### config.mk
export PLATFORM = sky130hd
export DESIGN_NAME = dual_word_sout
export DESIGN_NICKNAME = d
export VERILOG_FILES = /design/src/rtl/dws_pkg.sv /design/src/rtl/dws_sync.sv /design/src/rtl/dws_conv_timer.sv /design/src/rtl/dws_shifter.sv /design/src/rtl/dual_word_sout.sv
export SDC_FILE = /design/constraint.sdc
export NUM_CORES = 1
export LEC_CHECK = 0
export CAP_MARGIN = 20
export CORE_UTILIZATION = 40
export CTS_CLUSTER_SIZE = 30
export DETAILED_ROUTE_END_ITERATION = 7
export PLACE_DENSITY_LB_ADDON = 0.05
export SLEW_MARGIN = 40
export SYNTH_ARGS = -nofsm -noshare
export SYNTH_HDL_FRONTEND = slang
export SYNTH_SLANG_ARGS = --single-unit
export TNS_END_PERCENT = 1
### constraint.sdc
create_clock -name clk -period 6.6 [get_ports clk]
set_input_delay 0.99 -clock clk [delete_from_list [all_inputs] [get_ports clk]]
set_output_delay 0.99 -clock clk [all_outputs]
set_load 0.005 [all_outputs]
### src/rtl/dws_pkg.sv
package dws_pkg;

    // Events seen by the core after synchronisation to the system clock.
    typedef struct packed {
        logic conv_fall;
        logic cs_low;
        logic cs_fall;
        logic sclk_fall;
    } dws_evt_t;

    // Lane order inside the synchronizer bank.
    localparam int unsigned LANE_CONV = 0;
    localparam int unsigned LANE_CS   = 1;
    localparam int unsigned LANE_SCLK = 2;
    localparam int unsigned LANES     = 3;

endpackage

### src/rtl/dws_sync.sv
module dws_sync
    import dws_pkg::*;
#(
    parameter int unsigned STAGES = 2
) (
    input  logic     clk,
    input  logic     rst_n,
    input  logic     conv_n,
    input  logic     cs_n,
    input  logic     sclk,
    output dws_evt_t evt
);

    logic [LANES-1:0] raw;
    logic [LANES-1:0] lvl;
    logic [LANES-1:0] fall;

    assign raw[LANE_CONV] = conv_n;
    assign raw[LANE_CS]   = cs_n;
    assign raw[LANE_SCLK] = sclk;

    for (genvar i = 0; i < LANES; i++) begin : g_lane
        typedef struct packed {
            logic [STAGES-1:0] pipe;
            logic              prev;
        } lane_t;

        lane_t lane_d, lane_q;

        always_comb begin
            lane_d      = lane_q;
            lane_d.pipe = {lane_q.pipe[STAGES-2:0], raw[i]};
            lane_d.prev = lane_q.pipe[STAGES-1];
        end

        always_ff @(posedge clk or negedge rst_n) begin
            if (!rst_n) lane_q <= '1;
            else        lane_q <= lane_d;
        end

        assign lvl[i]  = lane_q.pipe[STAGES-1];
        assign fall[i] = lane_q.prev & ~lane_q.pipe[STAGES-1];
    end

    assign evt.conv_fall = fall[LANE_CONV];
    assign evt.cs_low    = ~lvl[LANE_CS];
    assign evt.cs_fall   = fall[LANE_CS];
    assign evt.sclk_fall = fall[LANE_SCLK];

endmodule

### src/rtl/dws_conv_timer.sv
module dws_conv_timer #(
    parameter int unsigned WORD_W = 12,
    parameter int unsigned CNT_W  = 16
) (
    input  logic              clk,
    input  logic              rst_n,
    input  logic              conv_fall,
    input  logic [CNT_W-1:0]  conv_cycles,
    input  logic [WORD_W-1:0] word_a_i,
    input  logic [WORD_W-1:0] word_b_i,
    output logic              busy,
    output logic              done,
    output logic [WORD_W-1:0] res_a,
    output logic [WORD_W-1:0] res_b
);

    localparam logic [CNT_W-1:0] ONE = CNT_W'(1);

    typedef struct packed {
        logic              busy;
        logic [CNT_W-1:0]  cnt;
        logic [WORD_W-1:0] pend_a;
        logic [WORD_W-1:0] pend_b;
        logic [WORD_W-1:0] res_a;
        logic [WORD_W-1:0] res_b;
    } tmr_t;

    tmr_t tmr_d, tmr_q;

    always_comb begin
        tmr_d = tmr_q;
        done  = 1'b0;
        if (tmr_q.busy) begin
            // Strobes arriving mid-conversion fall through to nothing.
            if (tmr_q.cnt <= ONE) begin
                tmr_d.busy  = 1'b0;
                tmr_d.cnt   = '0;
                tmr_d.res_a = tmr_q.pend_a;
                tmr_d.res_b = tmr_q.pend_b;
                done        = 1'b1;
            end else begin
                tmr_d.cnt = tmr_q.cnt - ONE;
            end
        end else if (conv_fall) begin
            tmr_d.busy   = 1'b1;
            tmr_d.cnt    = (conv_cycles == '0) ? ONE : conv_cycles;
            tmr_d.pend_a = word_a_i;
            tmr_d.pend_b = word_b_i;
        end
    end

    always_ff @(posedge clk or negedge rst_n) begin
        if (!rst_n) tmr_q <= '0;
        else        tmr_q <= tmr_d;
    end

    assign busy  = tmr_q.busy;
    assign res_a = tmr_q.res_a;
    assign res_b = tmr_q.res_b;

endmodule

### src/rtl/dws_shifter.sv
module dws_shifter #(
    parameter int unsigned WORD_W = 12,
    parameter int unsigned BIT_W  = $clog2(2 * WORD_W + 1)
) (
    input  logic              clk,
    input  logic              rst_n,
    input  logic              cs_low,
    input  logic              cs_fall,
    input  logic              sclk_fall,
    input  logic              busy,
    input  logic              done,
    input  logic [WORD_W-1:0] res_a,
    input  logic [WORD_W-1:0] res_b,
    output logic              sdo_a,
    output logic              sdo_b,
    output logic              en_a,
    output logic              en_b,
    output logic [BIT_W-1:0]  bit_cnt
);

    localparam int unsigned     TOTAL = 2 * WORD_W;
    localparam logic [BIT_W-1:0] LAST = BIT_W'(TOTAL);
    localparam logic [BIT_W-1:0] STEP = BIT_W'(1);

    typedef struct packed {
        logic [BIT_W-1:0] cnt;
    } shf_t;

    shf_t shf_d, shf_q;

    always_comb begin
        shf_d = shf_q;
        if (!cs_low || done) begin
            shf_d.cnt = '0;
        end else if (sclk_fall && !cs_fall && !busy && shf_q.cnt < LAST) begin
            shf_d.cnt = shf_q.cnt + STEP;
        end
    end

    always_ff @(posedge clk or negedge rst_n) begin
        if (!rst_n) shf_q <= '0;
        else        shf_q <= shf_d;
    end

    // Lane 0 sends A then B, lane 1 sends B then A.
    logic [1:0][TOTAL-1:0] frame;
    logic [1:0]            sdo;

    assign frame[0] = {res_a, res_b};
    assign frame[1] = {res_b, res_a};

    for (genvar c = 0; c < 2; c++) begin : g_out
        logic [TOTAL-1:0] shifted;
        assign shifted = frame[c] << shf_q.cnt;
        assign sdo[c]  = cs_low & ~busy & shifted[TOTAL-1];
    end

    assign sdo_a   = sdo[0];
    assign sdo_b   = sdo[1];
    assign en_a    = cs_low;
    assign en_b    = cs_low;
    assign bit_cnt = shf_q.cnt;

endmodule

### src/rtl/dual_word_sout.sv
module dual_word_sout
    import dws_pkg::*;
#(
    parameter int unsigned WORD_W      = 12,
    parameter int unsigned CONV_W      = 16,
    parameter int unsigned SYNC_STAGES = 2
) (
    input  logic              clk,
    input  logic              rst_n,
    input  logic              conv_n,
    input  logic [CONV_W-1:0] conv_cycles,
    input  logic [WORD_W-1:0] word_a_i,
    input  logic [WORD_W-1:0] word_b_i,
    input  logic              cs_n,
    input  logic              sclk,
    output logic              busy_o,
    output logic              sdo_a,
    output logic              sdo_b,
    output logic              sdo_a_en,
    output logic              sdo_b_en
);

    localparam int unsigned BIT_W = $clog2(2 * WORD_W + 1);

    dws_evt_t          evt;
    logic              busy;
    logic              done;
    logic [WORD_W-1:0] res_a;
    logic [WORD_W-1:0] res_b;
    logic [BIT_W-1:0]  bit_cnt;

    dws_sync #(
        .STAGES (SYNC_STAGES)
    ) u_sync (
        .clk    (clk),
        .rst_n  (rst_n),
        .conv_n (conv_n),
        .cs_n   (cs_n),
        .sclk   (sclk),
        .evt    (evt)
    );

    dws_conv_timer #(
        .WORD_W (WORD_W),
        .CNT_W  (CONV_W)
    ) u_timer (
        .clk         (clk),
        .rst_n       (rst_n),
        .conv_fall   (evt.conv_fall),
        .conv_cycles (conv_cycles),
        .word_a_i    (word_a_i),
        .word_b_i    (word_b_i),
        .busy        (busy),
        .done        (done),
        .res_a       (res_a),
        .res_b       (res_b)
    );

    dws_shifter #(
        .WORD_W (WORD_W),
        .BIT_W  (BIT_W)
    ) u_shift (
        .clk       (clk),
        .rst_n     (rst_n),
        .cs_low    (evt.cs_low),
        .cs_fall   (evt.cs_fall),
        .sclk_fall (evt.sclk_fall),
        .busy      (busy),
        .done      (done),
        .res_a     (res_a),
        .res_b     (res_b),
        .sdo_a     (sdo_a),
        .sdo_b     (sdo_b),
        .en_a      (sdo_a_en),
        .en_b      (sdo_b_en),
        .bit_cnt   (bit_cnt)
    );

    assign busy_o = busy;

endmodule

==> results by group, run 1 <==
Outcome
  • Outcome: complete, no violations

Placed design
  • Post-DP HPWL: 5.83 mm
  • Gpl congestion: 0.885
  • DP Area: 4470 sq um
  • IO buf count: 49

Synthesis
  • Synth Area in Simple Gates: 0.174
  • Net count after synthesis: 402
  • Synth top area cells: dfrtp_1 45%, nand2_1 8.5%, mux2_4 7.6%
  • Async set-reset flop share out of synthesis: 1.00
  • Synth Cell Area: 3930 sq um
  • Post-synth EDFFs: 0
  • Compound-cell area share of the yosys netlist: 0.0900
  • Syn avg cell area: 11.1 sq um
  • Mux share of post-synthesis cell area: 0.168
  • Post-synth top flop: dfrtp_1
  • Synth warn: 0
  • Largest family of logic cells by synthesized area: simple AND/OR/NAND/NOR gates
  • Xor/xnor share of the synthesized area: 0.0111
  • Area leader, netlist: dfrtp_1
  • Yosys top cell area share: 0.445
  • Register area share after synthesis: 0.505
  • Distinct cells, synth: 57
  • Synthesized instance count: 354
  • Synth Area in Adders: 0.00954
  • Synth Register Bits: 79

Layout
  • # diodes: 0
  • Area delta synth->final: 18.4%
  • Final nets: 442
  • Most frequent cells in the layout: 89 x nand2_1, 69 x dfrtp_1, 48 x clkdlybuf4s50_1, 20 x mux2_4, 10 x nor3_1
  • Final-layout fill cell count: 891
  • Design Area, Final: 4660 sq um
  • Most common library cell in the layout ignoring fill and taps: nand2_1
  • Core Util, Final: 0.497
  • Share of cells above drive strength 1: 0.190

GRT
  • Vias in the first global route: 2834
  • Initial antenna violation count: 0
  • Total GRT Usage: 0.192
  • First-pass GRT wire length: 14.9 mm
  • Gr ovfl total: 0
  • Largest net degree at the start of global routing: 80

Clocking
  • Cts hold-fix bufs: 0
  • TritonCTS buffer count: 9
  • Clock Tree Buf Depth: 2
  • Clock transition at the registers of the reported paths: 90 ps
  • Post-CTS setup buffers: 0
  • Depth of the CTS H-tree: 3
  • Clk sink count: 79
  • PostCTS Resize Cnt: 0
  • Clock latency on the worst-skew pair: 360 ps
  • CTS tree: done
  • Root buffer cell: clkbuf_8

Floorplan
  • Initial core utilization: 0.420
  • Core area: 9370 sq um
  • Io pins: 50
  • Die area: 10200 sq um
  • Die Y-Extent: 101 um
  • Standard-cell rows: 35
  • Die W: 101 um

Routing
  • Number of remaining DRC errors: 0
  • First drt pass iteration count: 4
  • Total wire length: 8.63 mm
  • Detail Route Antenna Nets: 0
  • Routed wire per std cell: 16.4 um
  • Vias: 2755
  • Vias/cell: 5.22
  • Detailed Route Iter0 Violations: 103

Critical path
  • Reg-to-reg startpoint: u_timer.tmr_q[52]
  • Crit-path cells: mux4_2, mux2_2, a21oi_1, o21ai_0, clkdlybuf4s50_1
  • R2r endpoint: u_timer.res_a[11]
  • Req. time, crit path: 5610 ps
  • Arr. time, crit path: 2700 ps
  • Crit path max-delay cell type: dfrtp_1
  • Slowest Stage Delay on Critical Path: 780 ps
  • R2R Setup Slk: 3910 ps
  • Crit path max fanout: 14
  • FF-to-FF path depth: 5
  • CP Capture Type: output pin
  • Crit path launch: u_shift.bit_cnt[1]
  • Setup CP Type: flip-flop to output pin
  • CP Launch Type: flip-flop

STA
  • Pins over their slew limit: 0
  • Hold Fails Final Rpt: 0
  • Fin Setup TNS: 0 ps
  • Worst Max-Slew Pin Slew: 782 ps
  • Final setup viols: 0
  • Min Hold Slack: 355 ps
  • Minimum clock period: 3690 ps
  • RSZ-0062 raised after global routing: false
  • Fin crit share: 0.559
  • Worst Skew: 12.0 ps
  • Fmax: 271 MHz
  • Max_slew headroom: 0.475

Pwr
  • PwrDens: 316 nW/um^2
  • Leak: 1.99 nW
  • Overall power: 1.47 mW
  • Worst IR Drop VDD: 0.000135 V

Hold path
  • Hold Crit Start: u_sync.g_lane[2].lane_d[2]
  • Hold Path Depth: 0
  • HP Class: flip-flop to flip-flop
  • Hold Path Sink: u_sync.g_lane[2].lane_d[0]

Run
  • Max-Cap Viols: 0
cells by family (layout without fill, tap and decap cells):
group                      Yosys count  in the layout
buffers and inverters               28             73
AOI/OAI and AO/OA                   48             48
and+or+nand+nor                    146            146
DFF                                 79             79
adders and majority gates            3              3
muxes                               45             45
xor gates and xnor gates             5              5
synth_stat cells, types with 4 or more instances:
cell,number
a22oi_1,4
nor3_1,10
mux2_2,6
inv_1,5
mux2i_1,9
nor4_1,9
nand3_1,6
mux2_4,20
mux4_2,8
dfstp_2,9
nor2_1,10
a21oi_1,9
nand2_1,89
dfrtp_1,70
clkbuf_1,14
o21ai_0,6
metal layers:
metal | vias to the layer above | track usage | routed length [um]
li1 | 1349 | - | -
met5 | - | 0 | 0
met3 | 8 | 0.0414 | 308
met1 | 1342 | 0.278 | 4320
met4 | 0 | 0.0613 | 94
met2 | 56 | 0.288 | 3910
layout make-up:
class | count | area (sq um) | share of cell area
Clock buffer | 9 | 124 | 0.0266
Clock inverter | 7 | 62.6 | 0.0134
Timing Repair Buffer | 52 | 514 | 0.110
Multi-Input combinational cell | 247 | 1790 | 0.384
Tap cell | 129 | 161 | 0.0346
Inverter | 5 | 18.8 | 0.00403
Sequential cell | 79 | 1990 | 0.427
state kept, by name, indices dropped and copies added, names as in the netlist:
register and flops:
u_timer.busy 1, u_timer.res_b 12, u_timer.res_a 12, u_sync.g_lane.lane_d 6, u_timer.tmr_q 40, u_shift.bit_cnt 5, u_sync.g_lane.lane_q 3
how the worst max path moves through the flow:
stage	endpoint	slack, ps	cells past startpoint
6_report	sdo_a	2910	5
5_1_grt	sdo_b	2680	6
4_1_cts	sdo_a	2890	5
3_5_place_dp	sdo_a	3290	5
3_3_place_gp	sdo_b	3320	6
2_1_floorplan	sdo_b	3960	6
power by group:
group	switching, mW	leakage (nW)	internal (mW)	total, mW
registers	0.140	1.00	0.615	0.755
clock network	0.200	0.0927	0.144	0.344
logic	0.187	0.900	0.187	0.374
worst max-delay path: cells and delay by family, from the launching register on:
family                 cells  cell delay, ps
flip-flops                 1             780
multiplexers               2             870
AO/OA/AOI/OAI              2             250
buffers and inverters      1             450
metrics by stage:
step | instances | setup WS (ps)
6_report | 528 | 2910
5_1_grt | 528 | 2680
4_1_cts | 528 | 2890
3_5_place_dp | 512 | 3290
3_3_place_gp | 512 | 3320
2_1_floorplan | 354 | 3960
(Power assumes the default switching activity.)
==> run 2: changes to the inputs <==
==> constraint.sdc (replaced) <==
create_clock -name clk -period 3.4 [get_ports clk]
set_input_delay 0.51 -clock clk [delete_from_list [all_inputs] [get_ports clk]]
set_output_delay 0.51 -clock clk [all_outputs]
set_load 0.005 [all_outputs]
==> run 2 against run 1 <==
  * Final cell count is 0.76% higher
  * Design area up 0.83%
  * Clock skew is 0.83 ps lower
  * First-iteration DRC count grew 28%
  * Flip-flop and latch count did not move
  * Register-to-register slack worse by 3000 ps
  * Largest cell class unchanged
  * Clock power is 100% higher
  * Largest power group unchanged
  * Via count is 1.3% higher
  * Non-clock buffer count increased by 4
  * Clock-buffer cell count increased by 4
==> results by group, run 2 (synthesized netlist as in run 1, its figures left out) <==
Pwr
  • Clock share of power: 0.242 (+0.008)
  • Leak: 2.01 nW (+0.87%)
  • Sw frac: 0.335 (-0.0224)
  • Reg power frac: 0.492 (-0.021)
  • Worst IR Drop VDD: 0.000252 V (+86%)
  • PwrDens: 616 nW/um^2 (+95%)
  • Psw: 0.971 mW (+84%)
  • Logic gate share of total power: 0.266 (+0.012)
  • Cell Int Power: 1.93 mW (+100%)

Layout
  • Most frequent cells in the layout: 89 x nand2_1, 70 x dfrtp_1, 48 x clkdlybuf4s50_1, 20 x mux2_4
  • Largest Register: u_timer.tmr_q
  • Final-layout fill cell count: 923 (+3.6%)
  • Area delta synth->final: 19.4%
  • Multi-input logic area: 1790 sq um (+0.14%)
  • Share of cells above drive strength 1: 0.186 (-0.00437)
  • Design Area, Final: 4700 sq um (+0.83%)
  • # diodes: 0 (unchanged)
  • Final nets: 446 (+0.90%)
  • Max FFs per register: 40 (unchanged)
  • Most common library cell in the layout ignoring fill and taps: nand2_1
  • Non-Filler Instances: 532 (+0.76%)
  • FF/Latch Area: 1990 sq um (about the same)

Routing
  • Detailed Route Iter0 Violations: 132 (+28%)
  • First drt pass iteration count: 4 (unchanged)
  • Detail Route Antenna Nets: 0 (unchanged)
  • Number of remaining DRC errors: 0 (unchanged)
  • Routed wire per std cell: 16.0 um (-2.0%)
  • Vias: 2791 (+1.3%)
  • Total wire length: 8.53 mm (-1.2%)
  • Vias/cell: 5.25 (+0.55%)

Floorplan
  • Io pins: 50 (unchanged)
  • Die W: 101 um (unchanged)
  • Core area: 9370 sq um (unchanged)
  • Die Y-Extent: 101 um (unchanged)
  • Die area: 10200 sq um (unchanged)
  • Standard-cell rows: 35 (unchanged)
  • Initial core utilization: 0.420 (unchanged)

Critical path
  • Crit path max fanout: 10 (-4)
  • Req. time, crit path: 2890 ps (-2720 ps)
  • Setup CP Type: flip-flop to output pin
  • CP Capture Type: output pin
  • Arr. time, crit path: 2530 ps (-170 ps)
  • CP Launch Type: flip-flop

GRT
  • Gr busiest metal: met1
  • Met1 capacity usage during global routing: 0.281 (+0.00359)
  • Largest net degree at the start of global routing: 80 (unchanged)
  • First-pass GRT wire length: 14.5 mm (-2.8%)
  • Total GRT Usage: 0.188 (-0.00373)
  • Initial antenna violation count: 0 (unchanged)
  • Gr ovfl total: 0 (unchanged)
  • Met3 Use GR: 0.0483 (+0.00690)
  • Global routing usage on met2: 0.269 (-0.0188)
  • Vias in the first global route: 2785 (-1.7%)

STA
  • Min Hold Slack: 178 ps (-177 ps)
  • Minimum clock period: 3040 ps
  • Final setup viols: 0 (unchanged)
  • Max_slew headroom: 0.446 (-0.0292)
  • RSZ-0062 raised after global routing: false
  • Pins over their slew limit: 0 (unchanged)
  • Fin Setup TNS: 0 ps (unchanged)
  • Worst Max-Slew Pin Slew: 823 ps (+41.0 ps)
  • Fmax: 329 MHz
  • Worst Skew: 11.1 ps (-0.826 ps)
  • Setup ws final: 357 ps (-2560 ps)
  • Hold Fails Final Rpt: 0 (unchanged)
  • Fin crit share: 0.895

Clocking
  • Clock Tree Buf Depth: 2 (unchanged)
  • Clock latency on the worst-skew pair: 350 ps (about the same)
  • Clock transition at the registers of the reported paths: 80 ps (about the same)
  • Depth of the CTS H-tree: 3 (unchanged)
  • PostCTS Resize Cnt: 0 (unchanged)
  • CTS tree: done
  • TritonCTS buffer count: 9 (unchanged)
  • Root buffer cell: clkbuf_8
  • Clk sink count: 79 (unchanged)
  • Cts hold-fix bufs: 0 (unchanged)
  • Post-CTS setup buffers: 0 (unchanged)

Placed design
  • Gpl congestion: 0.828 (-6.5%)
  • DP Area: 4500 sq um (+0.50%)
  • IO buf count: 49 (unchanged)
  • # placed instances: 516 (+0.78%)
  • Post-DP HPWL: 5.82 mm (-0.13%)
  • Pre-CTS setup slack: 748 ps (-2550 ps)

Hold path
  • HP Class: input pin to asynchronous set/reset pin

Run
  • Max-Cap Viols: 0 (unchanged)

Outcome
  • Outcome: complete, no violations
-- run 2: worst max-delay path, stage by stage, from the launching register on --
cell and delay, ps:
dfrtp_1 610, buf_4 240, mux2i_1 110, mux4_2 470, o21ai_0 210, clkdlybuf4s50_1 540
-- run 2: power by group through the flow --
stage | registers [mW] | clock network, mW | logic [mW]
floorplan | 1.35 | 0 | 0.601
global placement | 1.44 | 0 | 0.759
detailed placement | 1.44 | 0 | 0.766
CTS | 1.42 | 0.725 | 0.770
global route | 1.47 | 0.763 | 0.881
finish | 1.43 | 0.701 | 0.769
-- run 2: cell type report --
class	instances	area share
sequential	79	0.423
multi-input combinational	247	0.381
timing repair buffer	56	0.116
tap	129	0.0344
clock buffer	13	0.0317
clock inverter	3	0.00959
inverter	5	0.00399
-- run 2: path summary, 6_finish.rpt --
| path | start | endpoint | slack (ps) | cells past startpoint |
|---|---|---|---|---|
| worst max-delay path | u_shift.bit_cnt[1] | sdo_a | 360 | 5 |
| worst max register to register | u_timer.tmr_q[52] | u_timer.res_a[11] | 900 | 5 |
| worst min register to register | u_sync.g_lane[2].lane_d[0] | u_sync.g_lane[2].lane_q[0] | 350 | 0 |
| min in group clk | u_sync.g_lane[2].lane_d[0] | u_sync.g_lane[2].lane_q[0] | 350 | 0 |
| worst min-delay path | rst_n | u_timer.tmr_q[27] | 180 | 1 |
| max in group asynchronous | rst_n | u_timer.tmr_q[34] | 2710 | 1 |
-- run 2: layer usage --
metal / vias to the layer above / routed length [um]
li1: 1364 / -
met1: 1348 / 4450
met2: 74 / 3630
met3: 5 / 381
met4: 0 / 67
met5: - / 0
-- run 2: through the flow --
step	power, mW	util
3_5_place_dp	2.20	0.480
2_1_floorplan	1.95	-
5_1_grt	3.11	0.501
4_1_cts	2.92	0.500
3_3_place_gp	2.20	0.479
6_report	2.90	0.501
==> run 3: changes to the inputs <==
--- a/config.mk
+++ b/config.mk
@@ -9,7 +9,6 @@
 export CORE_UTILIZATION = 40
 export CTS_CLUSTER_SIZE = 30
 export DETAILED_ROUTE_END_ITERATION = 7
-export PLACE_DENSITY_LB_ADDON = 0.05
 export SLEW_MARGIN = 40
 export SYNTH_ARGS = -nofsm -noshare
 export SYNTH_HDL_FRONTEND = slang
==> run 3 against run 2 <==
  * Sequential share of layout area is essentially flat
  * Routed wire length fell by 0.56%
  * Clock power about the same
  * Worst hold slack better by 8.4 ps
  * Maximum frequency is 0.92% lower
  * Total power is 0.40% higher
  * Flip-flop and latch count did not move
  * Sequential power about the same
  * Combinational power up 0.8%
  * Non-clock buffer count is 1 lower
  * First-iteration DRC count shrank 9.1%
  * Critical path type unchanged
  * Highest routed layer unchanged
==> results by group, run 3 (synthesized netlist as in run 1, its figures left out) <==
Outcome
  • Outcome: complete, no violations

Pwr
  • Overall power: 2.91 mW (+0.40%)
  • PwrDens: 619 nW/um^2 (+0.38%)
  • Leak: 2.01 nW (+0.13%)
  • Reg power frac: 0.491 (about the same)
  • Cell Int Power: 1.93 mW (+0.12%)
  • Worst IR Drop VDD: 0.000235 V (-6.6%)
  • Logic gate share of total power: 0.266 (about the same)
  • Sw frac: 0.337 (+0.00189)
  • Clock share of power: 0.242 (about the same)
  • Psw: 0.980 mW (+0.97%)

GRT
  • Vias in the first global route: 2863 (+2.8%)
  • Total GRT Usage: 0.183 (-0.00527)
  • Met1 capacity usage during global routing: 0.258 (-0.0229)
  • Global routing usage on met2: 0.277 (+0.00785)
  • Met3 Use GR: 0.0386 (-0.00966)
  • Initial antenna violation count: 0 (unchanged)
  • Gr ovfl total: 0 (unchanged)
  • Largest net degree at the start of global routing: 80 (unchanged)
  • Gr busiest metal: met2
  • First-pass GRT wire length: 14.4 mm (-0.48%)

Placed design
  • IO buf count: 49 (unchanged)
  • Gpl congestion: 0.861 (+4.0%)
  • DP Area: 4490 sq um (about the same)
  • Post-DP HPWL: 5.81 mm (-0.23%)

Routing
  • Detail Route Antenna Nets: 0 (unchanged)
  • Vias/cell: 5.34 (+1.8%)
  • Number of remaining DRC errors: 0 (unchanged)
  • Vias: 2835 (+1.6%)
  • First drt pass iteration count: 4 (unchanged)
  • Routed wire per std cell: 16.0 um (-0.38%)
  • Total wire length: 8.48 mm (-0.56%)
  • Detailed Route Iter0 Violations: 120 (-9.1%)

Floorplan
  • Die area: 10200 sq um (unchanged)
  • Core area: 9370 sq um (unchanged)
  • Io pins: 50 (unchanged)
  • Die Y-Extent: 101 um (unchanged)
  • Standard-cell rows: 35 (unchanged)
  • Die W: 101 um (unchanged)
  • Initial core utilization: 0.420 (unchanged)

Critical path
  • Crit-path cells: buf_4, mux2i_1, mux2_2, o21ai_0, a22oi_1, o21ai_0, clkdlybuf4s50_1
  • CP Capture Type: output pin
  • Setup CP Type: flip-flop to output pin
  • Crit path max-delay cell type: dfrtp_1
  • CP Launch Type: flip-flop
  • FF-to-FF path depth: 5 (unchanged)
  • Slowest Stage Delay on Critical Path: 610 ps (about the same)
  • Arr. time, crit path: 2560 ps (+30 ps)
  • Req. time, crit path: 2890 ps (about the same)
  • Crit path max fanout: 10 (unchanged)
  • CP most frequent cell: o21ai_0

STA
  • Max_slew headroom: 0.453 (+0.00633)
  • Worst Skew: 7.58 ps (-3.56 ps)
  • Fin Setup TNS: 0 ps (unchanged)
  • Fin crit share: 0.903 (+0.00827)
  • Hold Fails Final Rpt: 0 (unchanged)
  • Minimum clock period: 3070 ps (+28.1 ps)
  • Fmax: 326 MHz (-0.92%)
  • Pins over their slew limit: 0 (unchanged)
  • RSZ-0062 raised after global routing: false
  • Worst Max-Slew Pin Slew: 816 ps (-6.82 ps)
  • Final setup viols: 0 (unchanged)

Clocking
  • TritonCTS buffer count: 9 (unchanged)
  • Clock latency on the worst-skew pair: 350 ps (about the same)
  • Clock transition at the registers of the reported paths: 80 ps (about the same)
  • Cts hold-fix bufs: 0 (unchanged)
  • Clk sink count: 79 (unchanged)
  • Root buffer cell: clkbuf_8
  • PostCTS Resize Cnt: 0 (unchanged)
  • Clock Tree Buf Depth: 2 (unchanged)
  • CTS tree: done
  • Post-CTS setup buffers: 0 (unchanged)
  • Depth of the CTS H-tree: 3 (unchanged)

Layout
  • # diodes: 0 (unchanged)
  • Most frequent cells in the layout: 89 x nand2_1, 70 x dfrtp_1, 48 x clkdlybuf4s50_1, 20 x mux2_4
  • Design Area, Final: 4700 sq um (about the same)
  • Most common library cell in the layout ignoring fill and taps: nand2_1
  • Final nets: 445 (-0.22%)
  • Area delta synth->final: 19.5% (about the same)
  • Share of cells above drive strength 1: 0.189 (+0.00295)
  • Largest Register: u_timer.tmr_q
  • Max FFs per register: 40 (unchanged)

Run
  • Max-Cap Viols: 0 (unchanged)

Hold path
  • HP Class: input pin to asynchronous set/reset pin
## run 3: cell count changes in the layout (fill, tap and decap cells not counted), sizes merged
| cell | change |
|---|---|
| clkinvlp | -1 |
| buf | -1 |
| clkbuf | -1 |
| clkinv | +2 |
## run 3: power groups by stage
stage	Clock, mW	Sequential [mW]	Combinational (mW)
5_1_grt	0.761	1.47	0.878
3_5_place_dp	0	1.45	0.769
2_1_floorplan	0	1.35	0.601
4_1_cts	0.721	1.43	0.777
6_report	0.704	1.43	0.775
3_3_place_gp	0	1.44	0.753
## run 3: final cells by class
cell class | count | area [sq um]
Clock buffer | 12 | 145
Clock inverter | 4 | 55.1
Fill cell | 881 | 4670
Inverter | 5 | 18.8
Multi-Input combinational cell | 247 | 1790
Sequential cell | 79 | 1990
Tap cell | 129 | 161
Timing Repair Buffer | 55 | 537
## run 3: layer usage
metal  routed length [um]  vias up  part of all wire
li1                     -     1354                 -
met1                 4060     1392              0.48
met2                 3920       74              0.46
met3                  378       15             0.045
met4                  125        0             0.015
met5                    0        -                 0
## run 3: through the flow
stage / std cells / hold WS [ps] / utilization / setup WS, ps
5_1_grt: 531 / 243 / 0.501 / 121
3_5_place_dp: 515 / 348 / 0.480 / 692
3_3_place_gp: 515 / 348 / 0.479 / 793
6_report: 531 / 186 / 0.501 / 329
4_1_cts: 531 / 220 / 0.501 / 298
2_1_floorplan: 354 / 214 / - / 1220
## run 3: final timing paths
| check | startpoint | end | slack [ps] |
|---|---|---|---|
| setup / recovery | u_shift.bit_cnt[1] | sdo_b | 330 |
| hold / removal | rst_n | u_timer.tmr_q[44] | 190 |
| setup reg to reg | u_timer.tmr_q[52] | u_timer.res_a[11] | 910 |
| hold reg to reg | u_sync.g_lane[2].lane_d[2] | u_sync.g_lane[2].lane_d[0] | 360 |
| max in group asynchronous | rst_n | u_shift.bit_cnt[3] | 2730 |
| min in group clk | u_sync.g_lane[2].lane_d[2] | u_sync.g_lane[2].lane_d[0] | 360 |
## run 3: worst max-delay path: cells and delay by family, from the launching register on
family / cells / cell delay, ps
buf+inv: 2 / 690
flops: 1 / 610
mux: 2 / 530
compound gates: 3 / 380
